<file path="config.mk">
export PLATFORM = sky130hd
export DESIGN_NAME = bridge_perr_report
export DESIGN_NICKNAME = d
export VERILOG_FILES = /design/src/rtl/bridge_perr_pkg.sv /design/src/rtl/bperr_classify.sv /design/src/rtl/bperr_sticky_bank.sv /design/src/rtl/bperr_serr_drive.sv /design/src/rtl/bridge_perr_report.sv
export SDC_FILE = /design/constraint.sdc
export NUM_CORES = 1
export LEC_CHECK = 0
export BUFFER_PORTS_ARGS = -buffer_cell sky130_fd_sc_hd__buf_2
export CAP_MARGIN = 20
export CELL_PAD_IN_SITES_DETAIL_PLACEMENT = 1
export CELL_PAD_IN_SITES_GLOBAL_PLACEMENT = 1
export CORE_UTILIZATION = 13
export DETAILED_ROUTE_END_ITERATION = 6
export PLACE_DENSITY_LB_ADDON = 0.15
export SLEW_MARGIN = 10
export SYNTH_ARGS = -nofsm -noshare
export SYNTH_HDL_FRONTEND = slang
export SYNTH_SLANG_ARGS = --single-unit
export TNS_END_PERCENT = 50
</file>
<file path="constraint.sdc">
create_clock -name clk -period 1.3 [get_ports clk]
set_clock_uncertainty 0.2 [all_clocks]
set_input_delay 0.13 -clock clk [delete_from_list [all_inputs] [get_ports clk]]
set_output_delay 0.13 -clock clk [all_outputs]
set_load 0.05 [all_outputs]
</file>
<file path="src/rtl/bridge_perr_pkg.sv">
package bridge_perr_pkg;

  typedef struct packed {
    logic valid;
    logic pw;
    logic up;
    logic on_sec;
    logic fwd;
  } perr_evt_t;

  typedef struct packed {
    logic serr_en;
    logic pri_per;
    logic sec_per;
    logic pw_dis;
  } perr_cfg_t;

  typedef struct packed {
    logic pri_det;
    logic sec_det;
    logic pri_dpd;
    logic sec_dpd;
    logic raise;
  } perr_set_t;

endpackage

</file>
<file path="src/rtl/bperr_classify.sv">
module bperr_classify
  import bridge_perr_pkg::*;
(
  input  perr_evt_t evt,
  input  perr_cfg_t cfg,
  output perr_set_t set_o
);

  logic tgt_side;
  logic all_en;

  always_comb begin
    // target-side report: downstream seen on secondary, or upstream seen on primary
    tgt_side      = evt.on_sec ^ evt.up;
    all_en        = cfg.serr_en & ~cfg.pw_dis & cfg.pri_per & cfg.sec_per;
    set_o.pri_det = evt.valid & ~evt.on_sec;
    set_o.sec_det = evt.valid & evt.on_sec;
    set_o.sec_dpd = evt.valid & evt.pw & ~evt.up & evt.on_sec & cfg.sec_per;
    set_o.pri_dpd = evt.valid & evt.pw & evt.up & ~evt.on_sec & cfg.pri_per;
    set_o.raise   = evt.valid & evt.pw & tgt_side & ~evt.fwd & all_en;
  end

endmodule

</file>
<file path="src/rtl/bperr_sticky_bank.sv">
module bperr_sticky_bank #(
  parameter int          W    = 32,
  parameter logic [W-1:0] MASK = '1
) (
  input  logic         clk,
  input  logic         rst,
  input  logic [W-1:0] set_i,
  input  logic         clr_we_i,
  input  logic [W-1:0] clr_i,
  output logic [W-1:0] q_o
);

  logic [W-1:0] clr_eff;
  logic [W-1:0] q_d;

  always_comb begin
    clr_eff = clr_we_i ? clr_i : '0;
    // set takes priority over a simultaneous clear
    q_d     = ((q_o & ~clr_eff) | set_i) & MASK;
  end

  always_ff @(posedge clk) begin
    if (rst) q_o <= '0;
    else     q_o <= q_d;
  end

endmodule

</file>
<file path="src/rtl/bperr_serr_drive.sv">
module bperr_serr_drive (
  input  logic clk,
  input  logic rst,
  input  logic raise_i,
  output logic serr_n_o
);

  always_ff @(posedge clk) begin
    if (rst) serr_n_o <= 1'b1;
    else     serr_n_o <= ~raise_i;
  end

endmodule

</file>
<file path="src/rtl/bridge_perr_report.sv">
module bridge_perr_report
  import bridge_perr_pkg::*;
#(
  parameter int STAT_W  = 32,
  parameter int DET_BIT = 31,
  parameter int SSE_BIT = 30,
  parameter int DPD_BIT = 24
) (
  input  logic              clk,
  input  logic              rst,
  input  logic              evt_valid_i,
  input  logic              evt_pw_i,
  input  logic              evt_up_i,
  input  logic              evt_sec_i,
  input  logic              evt_fwd_i,
  input  logic              cfg_serr_en_i,
  input  logic              cfg_pri_per_i,
  input  logic              cfg_sec_per_i,
  input  logic              cfg_pw_serr_dis_i,
  input  logic              pri_clr_we_i,
  input  logic [STAT_W-1:0] pri_clr_data_i,
  input  logic              sec_clr_we_i,
  input  logic [STAT_W-1:0] sec_clr_data_i,
  output logic [STAT_W-1:0] pri_status_o,
  output logic [STAT_W-1:0] sec_status_o,
  output logic              serr_n_o
);

  localparam logic [STAT_W-1:0] ONE      = {{(STAT_W-1){1'b0}}, 1'b1};
  localparam logic [STAT_W-1:0] PRI_MASK = (ONE << DET_BIT) | (ONE << SSE_BIT) | (ONE << DPD_BIT);
  localparam logic [STAT_W-1:0] SEC_MASK = (ONE << DET_BIT) | (ONE << DPD_BIT);

  perr_evt_t         evt;
  perr_cfg_t         cfg;
  perr_set_t         setv;
  logic [STAT_W-1:0] pri_set;
  logic [STAT_W-1:0] sec_set;

  always_comb begin
    evt.valid   = evt_valid_i;
    evt.pw      = evt_pw_i;
    evt.up      = evt_up_i;
    evt.on_sec  = evt_sec_i;
    evt.fwd     = evt_fwd_i;
    cfg.serr_en = cfg_serr_en_i;
    cfg.pri_per = cfg_pri_per_i;
    cfg.sec_per = cfg_sec_per_i;
    cfg.pw_dis  = cfg_pw_serr_dis_i;
  end

  bperr_classify u_classify (
    .evt   (evt),
    .cfg   (cfg),
    .set_o (setv)
  );

  always_comb begin
    pri_set          = '0;
    pri_set[DET_BIT] = setv.pri_det;
    pri_set[SSE_BIT] = setv.raise;
    pri_set[DPD_BIT] = setv.pri_dpd;
    sec_set          = '0;
    sec_set[DET_BIT] = setv.sec_det;
    sec_set[DPD_BIT] = setv.sec_dpd;
  end

  bperr_sticky_bank #(.W(STAT_W), .MASK(PRI_MASK)) u_pri_bank (
    .clk      (clk),
    .rst      (rst),
    .set_i    (pri_set),
    .clr_we_i (pri_clr_we_i),
    .clr_i    (pri_clr_data_i),
    .q_o      (pri_status_o)
  );

  bperr_sticky_bank #(.W(STAT_W), .MASK(SEC_MASK)) u_sec_bank (
    .clk      (clk),
    .rst      (rst),
    .set_i    (sec_set),
    .clr_we_i (sec_clr_we_i),
    .clr_i    (sec_clr_data_i),
    .q_o      (sec_status_o)
  );

  bperr_serr_drive u_serr (
    .clk      (clk),
    .rst      (rst),
    .raise_i  (setv.raise),
    .serr_n_o (serr_n_o)
  );

endmodule

</file>
==> run summary <==
The flow ran to the end, but the final reports show violations. In the post-synthesis netlist, the biggest area contributors are buf_4 63%, dfxtp_1 17%, nand2_1 3.7%, a21oi_1 2.1%, nand4bb_1 1.6%. The final layout net count is 198.

The cell count after synthesis is 89. The final clock period utilization by the worst path came out at 89.31%. Setup slack on the critical path of the routed design comes to 139.0 ps. The number of buffers and inverters on the critical path is 1.

In this run the power density over the cells is between 1000 and 1500 mW/mm². Max-cap violations in this run came to 0. The floorplan step defined a core boundary enclosing between 0.005 and 0.006 mm². In this run the worst path has a maximum fanout of 2. The hold-fix buffer count after cts came out at 4.

The buffers inserted during post-CTS setup optimization came out at 0. The cell type with the largest total area after synthesis is buf_4. The number of global-route vias before repair came out at ~400.

The number of different library cells in the post-synthesis netlist is 17. The number of max-slew violations in the final report came out at 0. The critical path is of the reg -> out type. The worst supply voltage drop on vdd is ~0.38 mV. The pre-antenna-repair detailed-routing pass consisted of 2 iterations. Timing analysis after detailed placement gives a worst setup slack of -5.871 ps. In the final routed layout, each cell accounts on average for approximately 7.3 µm. The total wire length after detailed routing is 1.374 mm. The number of vias per cell after detailed routing is 2.519. The number of non-filler instances in the completed layout is between 150 and 200.

Power comes to about 0.94 mW. The number of endpoints failing setup at the final stage is 0. The switching component of the power is 0.5048 mW.

The placed wire-length estimate after detailed placement is 1.194 mm. Detailed routing inserted a total of 476 vias. The floorplan die width is 75.48 µm. The maximum clock insertion buffer count is 2.

On the worst path, the slowest cell contributes a delay of approximately 340 ps. Setup repair after global routing left no endpoint under its margin. The die is 75.48 µm tall. In this run the number of H-tree levels came out at 1. Of the cells placed in the final design, the portion with a size suffix greater than 1 is between 20% and 30%. STA classifies the critical path startpoint as a flip-flop. The first-pass GRT wire length is 1.869 mm. The post-cts resize count is 0. In this run the clock root is driven by a clkbuf_8. The switching part of the total is 53.87%. The checks that failed: negative hold slack.

Averaged over all synthesized cells, the footprint is 7.887 µm². For this design the top-level I/O count stands at between 100 and 150. The number of remaining DRC errors is 0.

The cell internal power dissipation came out at between 0.4 and 0.5 mW. The clock transition at the registers of the reported paths came out at approximately 40 ps. In this design, the largest share of critical-path delay is due to flip-flops.

Derived from the worst setup path, the maximum achievable clock frequency is 861.3 MHz. In this run the worst hold path is classified as in -> reg. The count of nets left with antenna violations once routing finished came out at 0. The initial antenna violation count came out at 0. The share of total power in sequential cells is 20.6%. The maximum number of pins on one net before global-route repair is 6.

After synthesis the netlist holds a flip-flop and latch count of 6. The final hold violation count is 1. The post-layout minimum cycle time is about 1200 ps. The share of Yosys cell area claimed by the top area cell type came out at between 60 and 70%. The count of input and output buffers is 23.

The arrival time at the worst endpoint came out at 830 ps. The netlist area before placement came out at 701.9 µm². The static power due to leakage is 0.4255 nW. The fraction of the yosys area taken by sequential cells came out at 17.11%. STA puts the critical path data required time at 970 ps. The element type at the critical path end is an output pin. The congestion estimate from routability-driven global placement came to about 0.66.

For this configuration, the core starts out at a cell density of a little over an eighth. The Yosys step of the flow raised 0 warnings. The violation count after the first detailed-route iteration is 6.

The number of standard-cell rows in the floorplan is 26. The antenna diode count is 0. The global route total overflow came out at 0. The latest clock arrival within the worst-skew pair is between 200 and 250 ps. The floorplan die area came out at 0.005697 mm².

The CTS buffer count is 3. The signal on the critical path passes through buf_2. The part of the total power dissipated in the clock network is 30.2%.

The global routing usage summed across all routing layers came out at 4.778%. The largest individual stage delay along the critical path comes from the cell dfxtp_1. Compared with the post-synthesis result, the final layout area differs by 9.447%. The fill cell instance count of the final layout is 672. The number of sinks driven by the clock tree is 6. The number of placed instances with taps included came out at 182.

TritonCTS built the clock tree. On the final layout, the worst hold slack is -39.81 ps. The relative contribution of combinational cells to total power came out at 49.2%.
## path summary, 6_finish.rpt
kind,startpoint,endpoint,slack [ps],cells past startpoint
min,rst,u_serr.serr_n_o$_SDFF_PP1_,-40,2
min reg2reg,u_pri_bank.q_o[24]$_SDFF_PP0_,u_pri_bank.q_o[24]$_SDFF_PP0_,260,2
max,u_pri_bank.q_o[31]$_SDFF_PP0_,pri_status_o[31],140,1
max reg2reg,u_sec_bank.q_o[31]$_SDFF_PP0_,u_sec_bank.q_o[31]$_SDFF_PP0_,490,2
## registers in the layout (all words and copies together) (netlist names)
signal and flops:
u_serr.serr_n_o 1, u_sec_bank.q_o 2, u_pri_bank.q_o 3
## layer usage
layer / track usage (%) / up-vias / part of all wire [%]
met1: 4.909 / 201 / 38
met3: 4.233 / 2 / 19
met2: 6.944 / 49 / 43
met5: 0 / - / 0
li1: - / 224 / -
met4: 1.852 / 0 / 0.44
## layout make-up
| type | instances | area (µm²) | area share (%) |
|---|---|---|---|
| timing repair buffer | 28 | 162.7 | 21.17 |
| multi-input combinational | 82 | 356.6 | 46.42 |
| tap | 70 | 87.58 | 11.40 |
| sequential | 6 | 120.1 | 15.64 |
| clock buffer | 3 | 41.29 | 5.375 |
## cells by family (layout without fill, tap and decap cells)
kind of cell           count (synthesis)  in the layout  share of synthesized area (%)
buffers and inverters                 59             31                          63.10
AND/OR/NAND/NOR                       18             18                          14.80
XOR/XNOR                               1              1                          1.248
AO/OA/AOI/OAI                          4              4                          3.208
other                                  1             59                         0.5342
flip-flops                             6              6                          17.11
## cell usage in the layout (no fill, tap or decap)
cell / count
nand2_2: 1
buf_2: 23
nor2b_1: 1
or4_4: 1
nand4bb_1: 1
a21oi_1: 3
nor2_1: 2
buf_4: 1
conb_1: 59
nand4_1: 1
clkbuf_8: 3
and2b_1: 1
nand3b_1: 1
a22oi_1: 1
nand3_1: 1
or3b_1: 1
xnor2_1: 1
dlygate4sd3_1: 4
dfxtp_1: 6
nand2_1: 7
## Yosys cell counts (all sizes together)
cell,n
a22oi,1
nand4,1
nand4bb,1
nor2,2
nor2b,1
conb,1
nand3,1
nand3b,1
and2b,1
xnor2,1
or3b,1
nand2,8
or4,1
a21oi,3
buf,59
dfxtp,6
## power by group through the flow
stage	combinational [mW]	clock, mW	sequential, mW
2_1_floorplan	0.525	0	0.213
3_3_place_gp	0.446	0	0.196
3_5_place_dp	0.447	0	0.196
4_1_cts	0.457	0.296	0.193
5_1_grt	0.485	0.315	0.194
6_report	0.461	0.283	0.193
## stage by stage
| stage | TNS [ps] | cell area [µm²] | utilization [%] |
|---|---|---|---|
| 3_3_place_gp | 0 | 686.9 | 13.36 |
| 4_1_cts | 0 | 768.2 | 14.95 |
| 3_5_place_dp | -5.871 | 686.9 | 13.36 |
| 5_1_grt | 0 | 768.2 | 14.95 |
| 2_1_floorplan | 0 | 919.6 | - |
| 6_report | 0 | 768.2 | 14.95 |
No activity file was read; power rests on OpenSTA's default activity.
